$ cat config.mk
export PLATFORM = sky130hd
export DESIGN_NAME = synth_prog_regs
export DESIGN_NICKNAME = d
export VERILOG_FILES = /design/src/rtl/synth_prog_pkg.sv /design/src/rtl/serial_capture.sv /design/src/rtl/buffer_bank.sv /design/src/rtl/field_decode.sv /design/src/rtl/synth_prog_regs.sv
export SDC_FILE = /design/constraint.sdc
export NUM_CORES = 1
export LEC_CHECK = 0
export ABC_AREA = 1
export CORE_AREA = 5 5 94 105
export CTS_BUF_LIST = sky130_fd_sc_hd__clkbuf_8
export DETAILED_ROUTE_END_ITERATION = 12
export DIE_AREA = 0 0 99 110
export GPL_TIMING_DRIVEN = 0
export PLACE_DENSITY = 0.65
export SKIP_LAST_GASP = 1
export SLEW_MARGIN = 25
export SYNTH_ARGS = -nofsm -noshare
export SYNTH_HDL_FRONTEND = slang
export SYNTH_SLANG_ARGS = --single-unit
$ cat constraint.sdc
create_clock -name clk -period 1.85 [get_ports clk]
set_input_delay 0.37 -clock clk [delete_from_list [all_inputs] [get_ports clk]]
set_output_delay 0.37 -clock clk [all_outputs]
set_load 0.005 [all_outputs]
$ cat src/rtl/synth_prog_pkg.sv
package synth_prog_pkg;
   // destination code carried in the last two bits of each frame
   typedef enum logic [1:0] {
      DST_F1   = 2'b00,
      DST_NONE = 2'b01,
      DST_F2   = 2'b10,
      DST_REF  = 2'b11
   } dest_e;
endpackage

$ cat src/rtl/serial_capture.sv
module serial_capture #(
   parameter int SR_W        = 24,
   parameter int SYNC_STAGES = 2
) (
   input  logic            clk,
   input  logic            rst,
   input  logic            bus_clk,
   input  logic            bus_dat,
   input  logic            bus_en,
   output logic [SR_W-1:0] frame,
   output logic            load
);
   localparam int LAST = SYNC_STAGES - 1;

   generate
      if (SYNC_STAGES < 2) begin : g_bad_sync
         $error("serial_capture: SYNC_STAGES must be at least 2");
      end
   endgenerate

   logic [SYNC_STAGES-1:0] ck_s, dt_s, en_s;
   logic                   ck_d, en_d;
   logic [SR_W-1:0]        sr;

   always_ff @(posedge clk) begin
      if (rst) begin
         ck_s <= '0;
         dt_s <= '0;
         en_s <= '0;
         ck_d <= 1'b0;
         en_d <= 1'b0;
      end else begin
         ck_s <= {ck_s[SYNC_STAGES-2:0], bus_clk};
         dt_s <= {dt_s[SYNC_STAGES-2:0], bus_dat};
         en_s <= {en_s[SYNC_STAGES-2:0], bus_en};
         ck_d <= ck_s[LAST];
         en_d <= en_s[LAST];
      end
   end

   logic shift_now;
   assign shift_now = ck_s[LAST] & ~ck_d & en_s[LAST];

   always_ff @(posedge clk) begin
      if (rst)            sr <= '0;
      else if (shift_now) sr <= {sr[SR_W-2:0], dt_s[LAST]};
   end

   assign load  = en_d & ~en_s[LAST];
   assign frame = sr;
endmodule

$ cat src/rtl/buffer_bank.sv
module buffer_bank
   import synth_prog_pkg::*;
#(
   parameter int FREQ_W = 22,
   parameter int REF_W  = 16,
   parameter int SR_W   = FREQ_W + 2
) (
   input  logic              clk,
   input  logic              rst,
   input  logic              load,
   input  logic [SR_W-1:0]   frame,
   output logic [1:0]        dest,
   output logic [FREQ_W-1:0] f1_q,
   output logic [FREQ_W-1:0] f2_q,
   output logic [REF_W-1:0]  ref_q
);
   generate
      if (SR_W != FREQ_W + 2) begin : g_bad_sr
         $error("buffer_bank: SR_W must equal FREQ_W + 2");
      end
      if (REF_W > FREQ_W) begin : g_bad_ref
         $error("buffer_bank: REF_W must not exceed FREQ_W");
      end
   endgenerate

   dest_e dst;
   assign dst  = dest_e'(frame[1:0]);
   assign dest = frame[1:0];

   always_ff @(posedge clk) begin
      if (rst) begin
         f1_q  <= '0;
         f2_q  <= '0;
         ref_q <= '0;
      end else if (load) begin
         unique case (dst)
            DST_F1:   f1_q  <= frame[SR_W-1:2];
            DST_F2:   f2_q  <= frame[SR_W-1:2];
            DST_REF:  ref_q <= frame[REF_W+1:2];
            DST_NONE: ;
            default:  ;
         endcase
      end
   end
endmodule

$ cat src/rtl/field_decode.sv
module field_decode #(
   parameter int M_W        = 15,
   parameter int A_W        = 4,
   parameter int R_W        = 13,
   parameter bit MASK_SPARE = 1'b1,
   localparam int FREQ_W    = M_W + A_W + 3,
   localparam int REF_W     = R_W + 3
) (
   input  logic              sel_f1,
   input  logic [FREQ_W-1:0] f1_q,
   input  logic [FREQ_W-1:0] f2_q,
   input  logic [REF_W-1:0]  ref_q,
   output logic [M_W-1:0]    m_count,
   output logic [A_W-1:0]    a_count,
   output logic              pd_sense,
   output logic [1:0]        pd_gain,
   output logic              ratio_89,
   output logic [R_W-1:0]    r_count,
   output logic [1:0]        pd_ctl
);
   generate
      if (A_W < 2) begin : g_bad_a
         $error("field_decode: A_W must be at least 2");
      end
   endgenerate

   logic [FREQ_W-1:0] act;
   logic [A_W-1:0]    a_raw;

   assign act      = sel_f1 ? f1_q : f2_q;
   assign m_count  = act[FREQ_W-1 -: M_W];
   assign a_raw    = act[3 +: A_W];
   assign pd_sense = act[2];
   assign pd_gain  = act[1:0];

   assign ratio_89 = ref_q[REF_W-1];
   assign r_count  = ref_q[2 +: R_W];
   assign pd_ctl   = ref_q[1:0];

   generate
      if (MASK_SPARE) begin : g_mask
         assign a_count = ratio_89 ? {1'b0, a_raw[A_W-2:0]} : a_raw;
      end else begin : g_pass
         assign a_count = a_raw;
      end
   endgenerate
endmodule

$ cat src/rtl/synth_prog_regs.sv
module synth_prog_regs #(
   parameter int M_W         = 15,
   parameter int A_W         = 4,
   parameter int R_W         = 13,
   parameter int SYNC_STAGES = 2,
   parameter bit MASK_SPARE  = 1'b1
) (
   input  logic           clk,
   input  logic           rst,
   input  logic           bus_clk,
   input  logic           bus_dat,
   input  logic           bus_en,
   input  logic           sel_f1,
   output logic [M_W-1:0] m_count,
   output logic [A_W-1:0] a_count,
   output logic           pd_sense,
   output logic [1:0]     pd_gain,
   output logic           ratio_89,
   output logic [R_W-1:0] r_count,
   output logic [1:0]     pd_ctl
);
   localparam int FREQ_W = M_W + A_W + 3;
   localparam int REF_W  = R_W + 3;
   localparam int SR_W   = FREQ_W + 2;

   logic [SR_W-1:0]   frame_w;
   logic              load_w;
   logic [1:0]        dest_w;
   logic [FREQ_W-1:0] f1_w, f2_w;
   logic [REF_W-1:0]  ref_w;

   serial_capture #(.SR_W(SR_W), .SYNC_STAGES(SYNC_STAGES)) u_cap (
      .clk(clk), .rst(rst), .bus_clk(bus_clk), .bus_dat(bus_dat),
      .bus_en(bus_en), .frame(frame_w), .load(load_w)
   );

   buffer_bank #(.FREQ_W(FREQ_W), .REF_W(REF_W), .SR_W(SR_W)) u_bank (
      .clk(clk), .rst(rst), .load(load_w), .frame(frame_w),
      .dest(dest_w), .f1_q(f1_w), .f2_q(f2_w), .ref_q(ref_w)
   );

   field_decode #(.M_W(M_W), .A_W(A_W), .R_W(R_W), .MASK_SPARE(MASK_SPARE)) u_dec (
      .sel_f1(sel_f1), .f1_q(f1_w), .f2_q(f2_w), .ref_q(ref_w),
      .m_count(m_count), .a_count(a_count), .pd_sense(pd_sense),
      .pd_gain(pd_gain), .ratio_89(ratio_89), .r_count(r_count),
      .pd_ctl(pd_ctl)
   );
endmodule

# Yosys cells after proc, flatten, opt, wreduce, memory -nomap -nowiden

Cells that the tools add are included.

Eq/ne operators: 2
Muxes and demuxes: 2
Reduce and logical (&&, ||, !) cells: 4
Bitwise gates (word level): 5

Operators with widths:

| kind               | number |
|---|---|
| $mux 22            | 1 |
| $reduce_and 2->1   | 3 |
| $eq 2x2->1 const B | 2 |
| $mux 4             | 1 |
| $and 1x1->1        | 3 |
| $logic_not 2->1    | 1 |
| $not 1->1          | 2 |

Logic and storage cells: 22
Output and inout bits: 38
Register bits: 92

# Longest topological paths before layout

Depth in word-level cells: 3
Gate-level depth with buffers: 6
Gate-level depth less buffers: 5

# Hierarchy

A second synthesis with hierarchy kept.

Cell total of the unflattened synthesis: 660
Area total of the unflattened synthesis: 4,350.4 sq um

By module, submodules not included:

| module         | cells an instance | instances | area each (sq um) |
|---|---|---|---|
| buffer_bank    | 389               | 1         | 2,531.2 |
| serial_capture | 181               | 1         | 1,262.5 |
| field_decode   | 90                | 1         | 556.8 |

# Worst setup path after synthesis

OpenSTA, ideal clock, no wires.

Path kind: input -> output
Start point: input port sel_f1
End point: output port a_count[0]
Buffers on the path: 1
Slack: 0.629 ns
Data arrival time: 0.851 ns
Cell stages on the path: 4
Cells stage by stage: inv_1 -> clkbuf_1 -> nand2_1 -> nand2_1

Longest elaborated chain between the ends: 2

RTL lines:

| what        | line                  | RTL |
|---|---|---|
| from (decl) | synth_prog_regs.sv:13 | `input logic sel_f1,` |
| $mux 22     | field_decode.sv:30    | `assign act = sel_f1 ? f1_q : f2_q;` |
| $mux 4      | field_decode.sv:42    | `assign a_count = ratio_89 ? {1'b0, a_raw[A_W-2:0]} : a_raw;` |
| to (decl)   | synth_prog_regs.sv:15 | `output logic [A_W-1:0] a_count,` |

No other way between the ends.

# Worst setup path after layout

Start point: input port sel_f1
End point: output port pd_gain[0]

Longest elaborated chain between the ends: 1

RTL lines:

| what      | line                  | RTL |
|---|---|---|
| $mux 22   | field_decode.sv:30    |  |
| to (decl) | synth_prog_regs.sv:17 | `output logic [1:0] pd_gain,` |

No other way between the ends.

==> out/metrics.csv <==
metric;value;unit
WHS Path Cells;2;
global-route wire length before repair;15200;um
status;finished, final reports clean;
Async SR Flop Fraction;0;%
Compound-Gate Fraction of Synth Area;6.17;%
Wirelength per Cell;12.4;um
Post-Synth Adder-Cell Area;0;%
critical path endpoint category;output port;
Via Count;3465;
Layout area overhead;20.6;%
Startpoint Class;primary input;
final setup fails;0;
post-layout util;52.8;%
Required @ worst endpoint;1.48;ns
WS Path Type;primary input to output port;
Post-Synth Simple-Gate Area;36.9;%
PwrDens;748;nW/um2
final period utilization;95.4;%
top post-synthesis cells by count;nor2_1 (155), nand2_1 (129), dfxtp_1 (92);
Mapped Nets;567;
GRT Overall Usage;17.6;%
die width;99;um
CP arrival;1.39;ns
Ys Warns;0;
Starting Density;43.8;%
Max clock buf depth;2;
ANT cells;0;
Routed WL;9110;um
max cap viols;0;
antenna violations before repair;0;
Yosys top cell area share;48.3;%
nets;622;
xor/xnor share of the synthesized area;0;%
core region area;8690;um2
Post-synth EDFFs;0;
mux cell area share after synthesis;0;%
drt drc;0;
TritonCTS clock tree;yes;
layout cells sized above 1;9.35;%
Worst Tran Pin Value;0.367;ns
VDD IR max;0.573;mV
DP Worst Slack;-0.612;ns
dominant synthesized flop cell;dfxtp_1;
GRT overflow;0;
CTS Buf Count;9;
max-slew violations;0;
leakage;2.02;nW
Final GP Congestion;0.820;
Mean Syn Cell Area;6.79;um2
CTS hold repair buffers;0;
clock latency at the later pin of the worst-skew pair;0.35;ns
R2R depth;6;
synth top area cells;dfxtp_1 (48%), nor2_1 (15%), nand2_1 (13%);
final worst path period need;1.76;ns
clk_skew;0.00941;ns
drt pass-1 iters;7;
CP Max Fanout;6;
largest net degree at the start of global routing;14;
Detailed Route Iter0 Violations;139;
DP HPWL;6740;um
die height;110;um
Synth Instances;561;
Netlist cell types;16;
Reg clk slew, reported paths;0.08;ns
Placement Rows;36;
post-detailed-route count of antenna-violating nets;0;
Peak Freq;0.567;GHz
headroom to the max-slew limit;75.5;%
die footprint;10900;um2
CTS resizes;18;
worst min-delay path class;primary input to flop;
I/O pin count;44;
Yosys reg bits;92;
Max H-tree Level;3;
area leader, netlist;dfxtp_1;
Syn Std Cell Area;3810;um2
DR vias/cell;4.72;
number of global-route vias before repair;3228;
final hold violations;0;
largest family of logic cells by synthesized area;simple AND/OR/NAND/NOR gates;
Root Buffer;clkbuf_8;
RSZ-0062 raised after global routing;no;
total power;0.00344;W
Clock Sinks;92;
Seq/Total Area, Yosys;48.3;%
buffers added on ports;42;
final worst slack;0.0851;ns
most frequent cell after synthesis;nor2_1;
Post-CTS Setup Repair Bufs;0;
## worst max-delay path, cell delays in order
cell	delay (ns)
buf_2	0.14
inv_4	0.09
clkbuf_8	0.15
nand2_1	0.05
nand2_1	0.08
clkdlybuf4s50_1	0.50
## where the power goes
group / switching [W] / internal, W
Clock: 0.000642 / 0.000541
Combinational: 0.000139 / 0.0000903
Sequential: 0.0000165 / 0.00201
Total: 0.000797 / 0.00264
## layer usage
metal	vias up	wire, um	global-route usage [%]
met4	0	150	6.24
li1	1840	-	-
met1	1557	4410	23.1
met5	-	0	0
met3	10	330	2.52
met2	58	4220	29.7
## area by class of cell
class / instances / area [um2]
plain buffers: 36 / 226
clock buffers: 11 / 151
clock inverters: 4 / 17.5
fillers: 881 / 4100
inverters: 37 / 141
multi-input cells: 396 / 1640
flip-flops and latches: 92 / 1840
well taps: 114 / 143
repair buffers: 44 / 430
## cells by family (layout without fill, tap and decap cells)
| family | count (synthesis) | in the layout |
|---|---|---|
| AO/OA/AOI/OAI | 47 | 47 |
| buffers and inverters | 73 | 132 |
| AND/OR/NAND/NOR | 349 | 349 |
| flip-flops | 92 | 92 |
## through the flow
step / TNS (ns) / instances / area (um2) / hold WS, ns
6_report: 0 / 734 / 4590 / 0.282
5_1_grt: 0 / 734 / 4590 / 0.293
4_1_cts: 0 / 734 / 4590 / 0.273
3_5_place_dp: -11.76 / 717 / 4370 / 0.397
3_3_place_gp: -11.49 / 717 / 4370 / 0.393
2_1_floorplan: 0 / 561 / 3810 / 0.388
## cell usage in the layout (no fill, tap or decap)
master	n
clkbuf_2	2
buf_6	1
nor2_2	3
nor2_4	2
inv_2	2
buf_4	3
clkinv_2	2
a21oi_1	23
dfxtp_1	92
nand2_1	129
clkdlybuf4s50_1	41
inv_1	36
nor2_1	155
inv_4	1
nand3_1	60
o21ai_1	3
buf_2	25
clkbuf_8	15
clkbuf_4	2
o21ai_0	21
clkbuf_1	2
## path summary, 6_finish.rpt
check / start / to / slack, ns
worst min-delay path: rst / u_cap.en_d$_SDFF_PP0_ / 0.28
worst max register to register: u_cap.frame[1]$_SDFFE_PP0P_ / u_bank.ref_q[9]$_SDFFE_PP0P_ / 0.51
worst max-delay path: sel_f1 / pd_gain[0] / 0.09
worst min register to register: u_cap.en_s[0]$_SDFF_PP0_ / u_cap.en_s[1]$_SDFF_PP0_ / 0.41
## sequential cells by signal, summed over array words and instances, names as in the netlist
name	flops
u_cap.frame	24
u_bank.f1_q	22
u_bank.f2_q	22
u_bank.ref_q	16
u_cap.ck_s	2
u_cap.dt_s	2
u_cap.en_s	2
u_cap.ck_d	1
u_cap.en_d	1
Power figures use the tool's default switching activity.
